===== src/rtl/dnt_pkg.sv =====
package dnt_pkg;
  localparam int NIB_W  = 4;
  localparam int BYTE_W = 2 * NIB_W;

  typedef logic [NIB_W-1:0]  nib_t;
  typedef logic [BYTE_W-1:0] byte_t;

  // One cycle worth of line content before the output registers.
  typedef struct packed {
    logic vld;
    logic bad;
    nib_t rise;
    nib_t fall;
  } phase_pair_t;
endpackage


===== src/rtl/dnt_pacer.sv =====
module dnt_pacer
  import dnt_pkg::*;
(
  input  logic        clk,
  input  logic        rst_n,
  input  logic        gig_mode,
  input  logic        s_valid,
  output logic        s_ready,
  input  byte_t       s_data,
  input  logic        s_sop,
  input  logic        s_eop,
  input  logic        s_err,
  output phase_pair_t pair
);
  logic  hold_q;
  nib_t  hi_q;
  logic  hbad_q;
  logic  inf_q;
  logic  fire;
  logic  take;
  logic  bad_now;
  nib_t  lo_n;
  nib_t  hi_n;

  assign lo_n    = s_data[NIB_W-1:0];
  assign hi_n    = s_data[BYTE_W-1:NIB_W];
  assign s_ready = gig_mode | ~hold_q;
  assign fire    = s_valid & s_ready;
  assign take    = fire & (s_sop | inf_q);
  assign bad_now = s_err & s_eop;

  always_comb begin
    pair = '0;
    if (gig_mode) begin
      if (take) begin
        pair.vld  = 1'b1;
        pair.bad  = bad_now;
        pair.rise = lo_n;
        pair.fall = hi_n;
      end
    end else if (hold_q) begin
      pair.vld  = 1'b1;
      pair.bad  = hbad_q;
      pair.rise = hi_q;
      pair.fall = hi_q;
    end else if (take) begin
      pair.vld  = 1'b1;
      pair.bad  = bad_now;
      pair.rise = lo_n;
      pair.fall = lo_n;
    end
  end

  always_ff @(posedge clk or negedge rst_n) begin
    if (!rst_n) begin
      hold_q <= 1'b0;
      hi_q   <= '0;
      hbad_q <= 1'b0;
      inf_q  <= 1'b0;
    end else begin
      if (fire) begin
        if (s_eop)      inf_q <= 1'b0;
        else if (s_sop) inf_q <= 1'b1;
      end
      if (gig_mode || hold_q) begin
        hold_q <= 1'b0;
      end else if (take) begin
        hold_q <= 1'b1;
        hi_q   <= hi_n;
        hbad_q <= bad_now;
      end
    end
  end
endmodule


===== src/rtl/dnt_phase_out.sv =====
module dnt_phase_out
  import dnt_pkg::*;
(
  input  logic        clk,
  input  logic        rst_n,
  input  phase_pair_t pair,
  output nib_t        txd_rise,
  output nib_t        txd_fall,
  output logic        txc_rise,
  output logic        txc_fall
);
  always_ff @(posedge clk or negedge rst_n) begin
    if (!rst_n) begin
      txd_rise <= '0;
      txd_fall <= '0;
      txc_rise <= 1'b0;
      txc_fall <= 1'b0;
    end else begin
      txd_rise <= pair.vld ? pair.rise : '0;
      txd_fall <= pair.vld ? pair.fall : '0;
      txc_rise <= pair.vld;
      txc_fall <= pair.vld ^ (pair.vld & pair.bad);
    end
  end
endmodule


===== src/rtl/ddr_nibble_tx.sv =====
module ddr_nibble_tx
  import dnt_pkg::*;
(
  input  logic              clk,
  input  logic              rst_n,
  input  logic              gig_mode,
  input  logic              s_valid,
  output logic              s_ready,
  input  logic [BYTE_W-1:0] s_data,
  input  logic              s_sop,
  input  logic              s_eop,
  input  logic              s_err,
  output logic [NIB_W-1:0]  txd_rise,
  output logic [NIB_W-1:0]  txd_fall,
  output logic              txc_rise,
  output logic              txc_fall
);
  phase_pair_t pair;

  dnt_pacer u_pacer (
    .clk      (clk),
    .rst_n    (rst_n),
    .gig_mode (gig_mode),
    .s_valid  (s_valid),
    .s_ready  (s_ready),
    .s_data   (s_data),
    .s_sop    (s_sop),
    .s_eop    (s_eop),
    .s_err    (s_err),
    .pair     (pair)
  );

  dnt_phase_out u_out (
    .clk      (clk),
    .rst_n    (rst_n),
    .pair     (pair),
    .txd_rise (txd_rise),
    .txd_fall (txd_fall),
    .txc_rise (txc_rise),
    .txc_fall (txc_fall)
  );
endmodule


===== config.mk =====
export PLATFORM = sky130hd
export DESIGN_NAME = ddr_nibble_tx
export DESIGN_NICKNAME = d
export VERILOG_FILES = /design/src/rtl/dnt_pkg.sv /design/src/rtl/dnt_pacer.sv /design/src/rtl/dnt_phase_out.sv /design/src/rtl/ddr_nibble_tx.sv
export SDC_FILE = /design/constraint.sdc
export NUM_CORES = 1
export LEC_CHECK = 0
export BUFFER_PORTS_ARGS = -buffer_cell sky130_fd_sc_hd__buf_2
export CAP_MARGIN = 15
export CORE_MARGIN = 2
export CORE_UTILIZATION = 50
export CTS_BUF_LIST = sky130_fd_sc_hd__clkbuf_2
export DETAILED_ROUTE_END_ITERATION = 7
export GPL_TIMING_DRIVEN = 0
export HOLD_SLACK_MARGIN = 0.08
export PLACE_DENSITY = 0.82
export SLEW_MARGIN = 40
export SYNTH_ARGS = -nofsm -noshare
export SYNTH_HDL_FRONTEND = slang
export SYNTH_SLANG_ARGS = --single-unit

===== constraint.sdc =====
create_clock -name clk -period 2.85 [get_ports clk]
set_input_delay 0.57 -clock clk [delete_from_list [all_inputs] [get_ports clk]]
set_output_delay 0.57 -clock clk [all_outputs]
set_load 0.005 [all_outputs]

Word level (Yosys, flattened, before mapping)
Index checks and enable logic that the tools add are counted.

word-level totals
  bits in registers = 17
  logic and storage cells = 32
  output and inout port bits = 11

operators by class
  muxes and demuxes = 10
  reductions and logical operators = 5
  bitwise gates (word level) = 9

operators by type and width
  operator             count
  10-bit 2-to-1 mux    4
  4-bit 2-to-1 mux     2
  1-bit AND            4
  1-bit 2-to-1 mux     4
  2-bit AND reduction  2
  2-bit nonzero test   2
  1-bit inverter       2
  1-bit OR             2
  1-bit logical OR     1
  1-bit bitwise XOR    1

Longest topological paths before layout
Gate-level depths: netlist of run 1.

  word-level depth = 9
  mapped depth = 4
  mapped depth without buffers = 4

By module
From an unflattened synthesis of run 1, not the netlist that was laid out.

unflattened totals
  cells, all modules = 69
  area total of the unflattened synthesis = 772.0 sq um

modules (own cells, without submodules)
  module         cells each  instances  sequential area each (sq um)  area each (sq um)
  dnt_pacer      50          1          175.2                         452.9
  dnt_phase_out  19          1          250.2                         319.1

Least setup slack after synthesis of run 1
No wires, ideal clock.

  path type = input-to-output
  start point = input port gig_mode
  end point = output port s_ready
  buffers on the path = 0
  data arrival time = 0.790 ns
  setup slack = 1.490 ns
  cell stages on the path = 2
  path through = nor2b_4 > inv_4

on the way
  longest elaborated chain between the ends = 1

ends and longest elaborated chain
  item                RTL line            text
  start: declaration  ddr_nibble_tx.sv:6  input logic gig_mode,
  1-bit OR            dnt_pacer.sv:27     assign s_ready = gig_mode | ~hold_q;
  end: declaration    ddr_nibble_tx.sv:8  output logic s_ready,

Every way passes these cells.

Worst setup path in the final report of run 1
  start point = register u_pacer.hold_q
  end point = output port s_ready

on the way
  longest elaborated chain between the ends = 2

ends and longest elaborated chain
  item                      RTL line         text
  start: declaration        dnt_pacer.sv:15  logic hold_q;
  start signal: assignment  dnt_pacer.sv:56  hold_q <= 1'b0;
  start signal: assignment  dnt_pacer.sv:66  hold_q <= 1'b0;
  start signal: assignment  dnt_pacer.sv:68  hold_q <= 1'b1;
  1-bit inverter            dnt_pacer.sv:27
  1-bit OR                  dnt_pacer.sv:27

Every way passes these cells.

==> parameters.txt, run 1 <==
Parameter                              Value

Flow run
  Max-cap violation count    0

Placement
  Routability congestion estimate from global placement    0.8117
  DP Worst Slack    1137 ps
  Placement-stage cell area    845.8 um^2
  Count of port buffers added during placement    25
  Post-detailed-placement half-perimeter wirelength    978.3 um

Status
  Status    finished, final reports clean

Synthesis
  Mapped Cells    60
  Yosys Warn Count    0
  Sequential share of the synthesized area    0.6061
  Number of distinct library cells after synthesis    15
  Mean post-synth cell area    11.70 um^2
  Number of register bits inferred by synthesis    17
  Syn_nets    75
  Synthesized cell area    701.9 um^2

Clock network
  Post CTS Setup Buffer Count    0
  Clock tree from TritonCTS    built
  # resized after CTS    0
  TritonCTS buffer count    3
  Number of buffers on the longest clock path    2
  Hold-fix buffers, CTS    0
  Register clock-pin slew on the reported worst setup and hold paths    150 ps
  Sinks on the clock net    17
  H-tree depth reported by CTS    1
  Later-pin clock latency in the skew report    280 ps
  Clk root buf    sky130_fd_sc_hd__clkbuf_2

Timing
  Worst clock skew    4.572 ps
  Setup repair after global routing missed its margin    false
  Final critical-path share of the clock period    0.6103
  Final sum of negative setup slack    0 ps
  Worst slew margin relative to its limit    0.7619
  Slew Viols, Final    0
  Final number of hold-violating endpoints    0
  Final WS setup    1111 ps
  Maximum clock frequency    574.9 MHz
  Final worst path period need    1739 ps
  Slew at the pin closest to its max-slew limit    357.2 ps
  Final-report setup violation count    0

Die
  Initial core utilization    0.5394
  Core Footprint    1301 um^2
  Die outline area    1719 um^2
  Number of primary I/O pins    26
  DIE HEIGHT    41.47 um
  Rows    13
  Chip width    41.47 um

Global route
  Pin count of the biggest net entering global routing    18
  Global-route wire length before repair    2249 um
  Combined global-route utilization of all metal layers    0.1803
  Number of global-route vias before repair    532
  Initial antenna violation count    0
  Aggregate global routing overflow    0

Worst setup path
  Worst Path Required    2280 ps
  WS Path Type    flip-flop to output pin
  Max stage delay cell, worst path    sky130_fd_sc_hd__dfrtp_1
  Kind of start point of the critical path    flip-flop
  Critical path cell sequence    nor2b_4 > inv_4 > buf_2
  Crit path DAT    1170 ps
  Register-to-register setup slack    1640 ps
  Type of destination of the critical path    output pin
  Delay contributed by the slowest stage of the critical path    420 ps
  Maximum fanout count along the critical path    9

Finish
  Highest-count cells in the layout ignoring fill and taps    sky130_fd_sc_hd__buf_2 (26), sky130_fd_sc_hd__nand3_1 (17), sky130_fd_sc_hd__dfrtp_1 (17)
  Area grow syn2layout    23.35%
  Most common cell after layout, fill and taps aside    sky130_fd_sc_hd__buf_2
  Fraction of final layout cells sized beyond drive strength 1    0.4494
  Final layout net count    105
  Antenna cells    0
  Area of all placed cells without fillers    865.8 um^2

Detailed routing
  Total wire length after detailed routing    1301 um
  Detailed-routing iteration count for the pre-antenna-repair pass    4
  Initial DRC count    26
  Total via count after detailed routing    562
  DRC violation count after routing    0
  Detail Route Antenna Nets    0
  Via density    5.404
  Detailed-route wire length per cell    12.51 um

Worst hold path
  Worst Hold Class    input pin to asynchronous set/reset pin

Pwr
  Pwr per Cell Area    561.2 nW/um^2
  Peak ir drop on the vdd network    0.0003398 V
  Leakage power    0.4965 nW
-- synth_stat cells --
| cell type | instances | area share |
|---|---|---|
| sky130_fd_sc_hd__nand2_1 | 9 | 0.048 |
| sky130_fd_sc_hd__buf_2 | 1 | 0.0071 |
| sky130_fd_sc_hd__nand3_1 | 17 | 0.12 |
| sky130_fd_sc_hd__mux2i_1 | 1 | 0.014 |
| sky130_fd_sc_hd__a31oi_1 | 2 | 0.018 |
| sky130_fd_sc_hd__nor2_4 | 1 | 0.016 |
| sky130_fd_sc_hd__or2_2 | 1 | 0.0089 |
| sky130_fd_sc_hd__inv_1 | 2 | 0.011 |
| sky130_fd_sc_hd__inv_4 | 1 | 0.0089 |
| sky130_fd_sc_hd__o21ai_0 | 1 | 0.0071 |
| sky130_fd_sc_hd__nand2_4 | 1 | 0.016 |
| sky130_fd_sc_hd__mux2_4 | 4 | 0.086 |
| sky130_fd_sc_hd__dfrtp_1 | 17 | 0.61 |
| sky130_fd_sc_hd__nor2b_4 | 1 | 0.020 |
| sky130_fd_sc_hd__o21a_2 | 1 | 0.012 |
-- through the flow --
step / util / power (W) / hold slack (ps) / instances
floorplan: - / 0.0003443 / 274.4 / 60
detailed placement: 0.6500 / 0.0003853 / 469.2 / 100
global placement: 0.6500 / 0.0003807 / 461.4 / 100
global route: 0.6654 / 0.0005208 / 149.1 / 104
finish: 0.6654 / 0.0004859 / 163.7 / 104
CTS: 0.6654 / 0.0004929 / 161.1 / 104
-- cell type report --
class                      count  area, um^2
fill                         106       435.4
sequential                    17       425.4
multi-input combinational     39       257.7
timing repair buffer          25       125.1
clock buffer                   4       20.02
tap                           15       18.77
inverter                       3       13.76
buffer                         1       5.005
-- layer usage --
metal / GRT usage / share of wire / vias up
met1: 0.1965 / 0.41 / 257
met2: 0.3000 / 0.48 / 31
met4: 0.1355 / 0.035 / 0
met3: 0.04348 / 0.076 / 4
met5: 0 / 0 / -
li1: - / - / 270
-- final timing paths --
path	startpoint	endpoint	cells after the start
worst max-delay path	u_pacer.hold_q	s_ready	3
worst min-delay path	rst_n	u_pacer.hbad_q	1
worst max register to register	u_pacer.inf_q	u_pacer.hi_q[1]	3
worst min register to register	u_pacer.hbad_q	u_out.txc_fall	1
max in group asynchronous	rst_n	u_out.txd_fall[3]	1
min in group clk	s_eop	u_pacer.inf_q	2
-- cell families (layout without fill, tap and decap cells) --
| logic type | Yosys count | after routing | share of synthesized area |
|---|---|---|---|
| buf+inv | 4 | 33 | 0.02674 |
| mux | 5 | 5 | 0.09983 |
| compound gates | 4 | 4 | 0.03743 |
| simple gates | 30 | 30 | 0.2299 |
| flops | 17 | 17 | 0.6061 |
-- where the power goes --
part | switching (W) | internal [W]
Clock | 0.0000684 | 0.0000372
Sequential | 0.0000141 | 0.000273
Combinational | 0.0000430 | 0.0000498
Total | 0.000126 | 0.000360
-- state kept, by name, summed over array words and instances (netlist names) --
register and flops:
u_out.txc_fall 1, u_out.txc_rise 1, u_out.txd_fall 4, u_out.txd_rise 4, u_pacer.hbad_q 1, u_pacer.hi_q 4, u_pacer.hold_q 1, u_pacer.inf_q 1
-- critical path: cells and delay by family, from the launching register on --
kind / cells / cell delay (ps)
flops: 1 / 420
simple gates: 1 / 260
buf+inv: 2 / 210
(Power assumes the default switching activity.)
==> inputs of run 2 (changes only) <==
- ABC_AREA: not set -> 1
- CORE_UTILIZATION: 50 -> 46
- PLACE_DENSITY: 0.82 -> 0.78
- clock period: 2.85 -> 1.6 ns (I/O delays scaled with it)
==> run 2 against run 1 <==
  * Utilization shrank 4.7 points
  * Routed wire length up 11%
  * Area after synthesis up 11%
  * Largest cell class unchanged
==> parameters.txt, run 2 <==
Parameter                              Value

Timing
  Worst slew margin relative to its limit    0.7321 (-0.02980)
  Final number of hold-violating endpoints    0 (unchanged)
  Maximum clock frequency    710.6 MHz
  Final-report setup violation count    0 (unchanged)
  Final worst path period need    1407 ps
  Slew at the pin closest to its max-slew limit    401.5 ps (+44.26 ps)
  Setup repair after global routing missed its margin    false
  Final sum of negative setup slack    0 ps (unchanged)
  Worst clock skew    18.18 ps (+13.61 ps)
  Worst slack on hold paths    246.2 ps (+82.46 ps)
  Slew Viols, Final    0 (unchanged)
  Final critical-path share of the clock period    0.8795

Detailed routing
  Initial DRC count    10 (-62%)
  Detailed-route wire length per cell    11.30 um (-9.6%)
  Detailed-routing iteration count for the pre-antenna-repair pass    4 (unchanged)
  Detail Route Antenna Nets    0 (unchanged)
  DRC violation count after routing    0 (unchanged)
  Via density    4.953 (-8.3%)
  Total via count after detailed routing    634 (+13%)
  Total wire length after detailed routing    1447 um (+11%)

Worst setup path
  Worst Path Required    1280 ps (-1000 ps)
  Type of destination of the critical path    output pin
  Maximum fanout count along the critical path    10 (+1)
  WS Path Type    flip-flop to output pin
  Crit path DAT    1090 ps (-80 ps)
  Kind of start point of the critical path    flip-flop
  Register-to-register setup slack    440 ps (-1200 ps)

Pwr
  Net load switching power    0.0002543 W (+100%)
  Flop pwr share    0.577 (-0.015)
  Pwr per Cell Area    897.8 nW/um^2 (+60%)
  Combinational cell fraction of total power    0.191 (about the same)
  Leakage power    0.5399 nW (+8.7%)
  Switching Fraction    0.2971 (+0.03868)
  Peak ir drop on the vdd network    0.0005008 V (+47%)
  Share of total power in the clock network    0.231 (+0.014)
  Total Power    0.0008560 W (+76%)
  Internal power    0.0006017 W (+67%)

Clock network
  H-tree depth reported by CTS    1 (unchanged)
  Clock tree from TritonCTS    built
  Register clock-pin slew on the reported worst setup and hold paths    180 ps (+30 ps)
  Clk root buf    sky130_fd_sc_hd__clkbuf_2
  Later-pin clock latency in the skew report    310 ps (+30 ps)
  # resized after CTS    0 (unchanged)
  Hold-fix buffers, CTS    1 (+1)
  Number of buffers on the longest clock path    2 (unchanged)
  TritonCTS buffer count    3 (unchanged)
  Sinks on the clock net    17 (unchanged)
  Post CTS Setup Buffer Count    0 (unchanged)

Die
  Initial core utilization    0.5049 (-0.03455)
  Chip width    45.13 um (+8.8%)
  Core Footprint    1541 um^2 (+18%)
  Rows    14 (+1)
  DIE HEIGHT    45.13 um (+8.8%)
  Number of primary I/O pins    26 (unchanged)
  Die outline area    2037 um^2 (+18%)

Synthesis
  Share of Yosys cell area claimed by the top area cell type    0.5466 (-0.05944)
  Library cell with the highest instance count after synthesis    sky130_fd_sc_hd__nand2_1
  Mean post-synth cell area    9.491 um^2 (-19%)
  Dominant cell type by area after synthesis    sky130_fd_sc_hd__dfrtp_1
  Mapped Cells    82 (+37%)
  Ranking of synthesized cells by area    sky130_fd_sc_hd__dfrtp_1 (55%), sky130_fd_sc_hd__nand2_1 (9.2%), sky130_fd_sc_hd__o21ai_0 (5.1%)
  Primary flip-flop cell chosen by synthesis mapping    sky130_fd_sc_hd__dfrtp_1
  Number of register bits inferred by synthesis    17 (unchanged)
  Synthesized cell area    778.2 um^2 (+11%)
  Yosys Warn Count    0 (unchanged)
  Commonest cells in the synthesized netlist    sky130_fd_sc_hd__nand2_1 (19), sky130_fd_sc_hd__dfrtp_1 (17), sky130_fd_sc_hd__nor2_1 (8), sky130_fd_sc_hd__o21ai_0 (8)
  Number of distinct library cells after synthesis    20 (+5)
  Ys async rst share    1.000 (unchanged)
  Syn_nets    97 (+29%)
  Post-synth EDFFs    0 (unchanged)
  Sequential share of the synthesized area    0.5466 (-0.05944)

Placement
  Count of port buffers added during placement    25 (unchanged)
  Post-detailed-placement half-perimeter wirelength    1061 um (+8.4%)
  Placement-stage cell area    923.4 um^2 (+9.2%)
  Routability congestion estimate from global placement    0.7712 (-5.0%)

Finish
  Area taken by multi-input logic gates    307.8 um^2 (+19%)
  Most common cell after layout, fill and taps aside    sky130_fd_sc_hd__buf_2
  Antenna cells    0 (unchanged)
  Top Registers    u_out.txd_fall: 4 flops, u_out.txd_rise: 4 flops, u_pacer.hi_q: 4 flops
  Final Core Density    0.6185 (-0.04688)
  Final layout net count    128 (+22%)
  Area grow syn2layout    22.51%
  Storage element area    425.4 um^2 (unchanged)
  Layout filler cell count    147 (+39%)
  Highest-count cells in the layout ignoring fill and taps    sky130_fd_sc_hd__buf_2 (25), sky130_fd_sc_hd__nand2_1 (19), sky130_fd_sc_hd__dfrtp_1 (17)
  Fraction of final layout cells sized beyond drive strength 1    0.3661 (-0.08337)
  Area of all placed cells without fillers    953.4 um^2 (+10%)

Global route
  Global-route wire length before repair    2394 um (+6.4%)
  Combined global-route utilization of all metal layers    0.1674 (-0.01293)
  Initial antenna violation count    0 (unchanged)
  Pin count of the biggest net entering global routing    18 (unchanged)
  Number of global-route vias before repair    570 (+7.1%)
  Aggregate global routing overflow    0 (unchanged)

Worst hold path
  Worst Hold Class    input pin to flip-flop

Flow run
  Max-cap violation count    0 (unchanged)

Status
  Status    finished, final reports clean
## run 2: cell types whose count changed in the layout (fill, tap and decap cells not counted), moves of 4 or more
cell,previous run,this run
sky130_fd_sc_hd__nand4_1,0,4
sky130_fd_sc_hd__o21ai_0,1,8
sky130_fd_sc_hd__mux2_4,4,0
sky130_fd_sc_hd__nand2_1,9,19
sky130_fd_sc_hd__nor2_1,0,8
sky130_fd_sc_hd__nand3_1,17,4
## run 2: cell families (layout without fill, tap and decap cells)
family / after synthesis / count (layout) / synth area share
buf+inv: 7 / 37 / 0.05789
flops: 17 / 17 / 0.5466
compound gates: 11 / 11 / 0.07717
simple gates: 47 / 47 / 0.3183
## run 2: path summary, 6_finish.rpt
kind / startpoint / endpoint / cells after the start
worst max-delay path: u_pacer.hold_q / s_ready / 3
worst min-delay path: s_data[7] / u_pacer.hi_q[3] / 3
worst max register to register: u_pacer.hold_q / u_pacer.hbad_q / 4
worst min register to register: u_pacer.hbad_q / u_out.txc_fall / 1
max in group asynchronous: rst_n / u_pacer.inf_q / 2
min in group asynchronous: rst_n / u_pacer.hi_q[3] / 2
## run 2: layer usage
layer	vias up	GRT usage	wire length [um]
met5	-	0	0
met4	0	0.1235	44
met3	5	0.03600	65
met2	24	0.2629	676
met1	280	0.2000	660
li1	325	-	-
## run 2: power by group through the flow
| stage | clock network (W) | logic (W) | registers [W] |
|---|---|---|---|
| floorplan | 0 | 0.0000925 | 0.000504 |
| global placement | 0 | 0.000159 | 0.000502 |
| detailed placement | 0 | 0.000163 | 0.000503 |
| CTS | 0.000200 | 0.000166 | 0.000494 |
| global route | 0.000223 | 0.000189 | 0.000499 |
| finish | 0.000198 | 0.000164 | 0.000494 |
## run 2: through the flow
step | setup slack, ps | instances
global placement | 345.7 | 123
CTS | 185.4 | 128
detailed placement | 342.0 | 123
global route | 119.0 | 128
finish | 192.8 | 128
floorplan | 552.3 | 82
## run 2: layout make-up
cell class | count | area share
clock buffer | 3 | 0.01575
timing repair buffer | 26 | 0.1417
tap | 16 | 0.02100
multi-input combinational | 58 | 0.3228
sequential | 17 | 0.4462
buffer | 1 | 0.02100
clock inverter | 1 | 0.005249
inverter | 6 | 0.02625
## run 2: critical path: stages (launching register included)
cell and delay (ps):
sky130_fd_sc_hd__dfrtp_1 440, sky130_fd_sc_hd__nand2_4 110, sky130_fd_sc_hd__buf_12 130, sky130_fd_sc_hd__buf_2 110
==> inputs of run 3 (changes only) <==
- CORE_UTILIZATION: 46 -> 50
- CTS_CLUSTER_DIAMETER: not set -> 40
- PLACE_DENSITY: 0.78 -> 0.8
- clock period: 1.6 -> 1.3 ns (I/O delays scaled with it)
==> run 3 against run 2 <==
  * Worst hold slack lost 31 ps
  * Sequential power grew 24%
  * Sequential share of layout area shrank 1.6 points
  * Critical path type unchanged
  * Critical endpoint unchanged
  * First-iteration DRC count grew 100%
  * Flip-flop and latch count is the same
  * Worst setup slack lost 130 ps
  * Design area grew 3.8%
  * Register-to-register slack lost 360 ps
  * Global-route usage grew 2.5 points
  * Total power grew 25%
==> parameters.txt, run 3 (synthesized netlist as in run 2, its figures left out) <==
Parameter                              Value

Timing
  Slew Viols, Final    0 (unchanged)
  Maximum clock frequency    807.8 MHz
  Final worst path period need    1238 ps
  Worst clock skew    2.733 ps (-15.45 ps)
  Final sum of negative setup slack    0 ps (unchanged)
  Final number of hold-violating endpoints    0 (unchanged)
  Final critical-path share of the clock period    0.9523
  Slew at the pin closest to its max-slew limit    380.1 ps (-21.39 ps)
  Final-report setup violation count    0 (unchanged)
  Worst slew margin relative to its limit    0.7466 (+0.01455)

Global route
  Aggregate global routing overflow    0 (unchanged)
  Pin count of the biggest net entering global routing    18 (unchanged)
  Combined global-route utilization of all metal layers    0.1925 (+0.02514)
  Initial antenna violation count    0 (unchanged)
  Number of global-route vias before repair    644 (+13%)
  Global-route wire length before repair    2711 um (+13%)

Clock network
  Number of buffers on the longest clock path    2 (unchanged)
  Sinks on the clock net    17 (unchanged)
  Register clock-pin slew on the reported worst setup and hold paths    160 ps (-20 ps)
  Clk root buf    sky130_fd_sc_hd__clkbuf_2
  H-tree depth reported by CTS    1 (unchanged)
  Clock tree from TritonCTS    built
  TritonCTS buffer count    3 (unchanged)
  Later-pin clock latency in the skew report    280 ps (-30 ps)

Pwr
  Pwr per Cell Area    1083 nW/um^2 (+21%)
  Share of total power in the clock network    0.224 (-0.007)
  Switching Fraction    0.2916 (-0.005493)
  Net load switching power    0.0003127 W (+23%)
  Internal power    0.0007596 W (+26%)
  Total Power    0.001072 W (+25%)
  Peak ir drop on the vdd network    0.0006336 V (+27%)
  Flop pwr share    0.571 (-0.006)
  Combinational cell fraction of total power    0.205 (+0.014)
  Leakage power    0.5594 nW (+3.6%)

Finish
  Highest-count cells in the layout ignoring fill and taps    sky130_fd_sc_hd__buf_2 (25), sky130_fd_sc_hd__nand2_1 (19), sky130_fd_sc_hd__dfrtp_1 (17)
  Most common cell after layout, fill and taps aside    sky130_fd_sc_hd__buf_2
  Area grow syn2layout    27.17%
  Top Registers    u_out.txd_fall: 4 flops, u_out.txd_rise: 4 flops, u_pacer.hi_q: 4 flops
  Antenna cells    0 (unchanged)
  Fraction of final layout cells sized beyond drive strength 1    0.3983 (+0.03223)
  Final layout net count    134 (+4.7%)
  Area of all placed cells without fillers    989.7 um^2 (+3.8%)

Die
  Chip width    43.45 um (-3.7%)
  Number of primary I/O pins    26 (unchanged)
  Die outline area    1888 um^2 (-7.3%)
  Core Footprint    1489 um^2 (-3.4%)
  Initial core utilization    0.5227 (+0.01782)
  Rows    14 (unchanged)
  DIE HEIGHT    43.45 um (-3.7%)

Worst hold path
  Worst min-delay path startpoint    s_data[7]
  Endpoint with the worst hold slack    u_pacer.hi_q[3]
  Worst Hold Class    input pin to flip-flop
  Worst Hold Path Cells    3 (unchanged)

Worst setup path
  Delay contributed by the slowest stage of the critical path    460 ps (+20 ps)
  Worst Path Required    1040 ps (-240 ps)
  Maximum fanout count along the critical path    5 (-5)
  Critical path cell sequence    nand2_4 > buf_2
  Endpoint of the worst register-to-register path    u_pacer.hi_q[1]
  WS Path Type    flip-flop to output pin
  Startpoint of the lowest-slack register-to-register path    u_pacer.hold_q
  Register-to-register setup slack    80 ps (-360 ps)
  Worst-case reg-to-reg path depth    7 (+3)
  Crit path DAT    980 ps (-110 ps)
  Type of destination of the critical path    output pin
  Max stage delay cell, worst path    sky130_fd_sc_hd__dfrtp_1
  Kind of start point of the critical path    flip-flop

Placement
  Post-detailed-placement half-perimeter wirelength    1152 um (+8.6%)
  Placement-stage cell area    923.4 um^2 (unchanged)
  Count of port buffers added during placement    25 (unchanged)
  Routability congestion estimate from global placement    0.8338 (+8.1%)

Detailed routing
  DRC violation count after routing    0 (unchanged)
  Initial DRC count    20 (+10)
  Total wire length after detailed routing    1757 um (+21%)
  Total via count after detailed routing    716 (+13%)
  Detail Route Antenna Nets    0 (unchanged)
  Via density    5.343 (+7.9%)
  Detailed-route wire length per cell    13.11 um (+16%)
  Detailed-routing iteration count for the pre-antenna-repair pass    4 (unchanged)

Status
  Status    finished, final reports clean

Flow run
  Max-cap violation count    0 (unchanged)
run 3: cell type report:
cell class	count	area [um^2]
inverter	6	25.02
multi-input combinational	59	319.1
clock buffer	4	20.02
fill	111	499.2
timing repair buffer	32	180.2
tap	16	20.02
sequential	17	425.4
run 3: per-layer routing:
layer	GRT usage	routed length (um)	part of all wire
met5	0	0	0
met4	0.07879	0	0
met3	0.04167	90	0.051
met2	0.3463	949	0.54
met1	0.2198	717	0.41
run 3: how the worst max path moves through the flow:
stage	startpoint	to	slack, ps	cells past startpoint
after global routing	u_pacer.hold_q	u_pacer.hi_q[1]	-10	7
after global placement	gig_mode	u_out.txd_fall[2]	100	7
after CTS	u_pacer.hold_q	u_pacer.hbad_q	9	5
after floorplan	u_pacer.hold_q	u_pacer.hbad_q	250	4
final	u_pacer.hold_q	s_ready	60	2
after detailed placement	gig_mode	u_out.txd_fall[2]	80	7
run 3: metrics by stage:
step | instances | hold slack, ps | util | worst slack (ps)
global placement | 123 | 191.9 | 0.6202 | 103.1
global route | 134 | 195.1 | 0.6647 | -14.08
detailed placement | 123 | 198.2 | 0.6202 | 76.64
finish | 134 | 215.4 | 0.6647 | 62.00
CTS | 129 | 202.3 | 0.6370 | 8.637
floorplan | 82 | -35.59 | - | 252.7
run 3: critical path: cells and delay by family, from the launching register on:
family	cells	cell delay (ps)
buffers and inverters	1	110
flip-flops	1	460
AND/OR/NAND/NOR	1	120
run 3: power by group through the flow:
stage / clock network [W] / registers, W / logic (W)
floorplan: 0 / 0.000621 / 0.000114
global placement: 0 / 0.000617 / 0.000195
detailed placement: 0 / 0.000620 / 0.000202
CTS: 0.000248 / 0.000610 / 0.000205
global route: 0.000271 / 0.000618 / 0.000248
finish: 0.000240 / 0.000612 / 0.000220
run 3: timing repair:
action	in CTS	in global routing
setup endpoints to repair	1	14
hold endpoints to repair	17	0
resized for setup	0	1
setup buffers	2	4
gates cloned	0	1
pin swaps	1	1
hold buffers	1	0
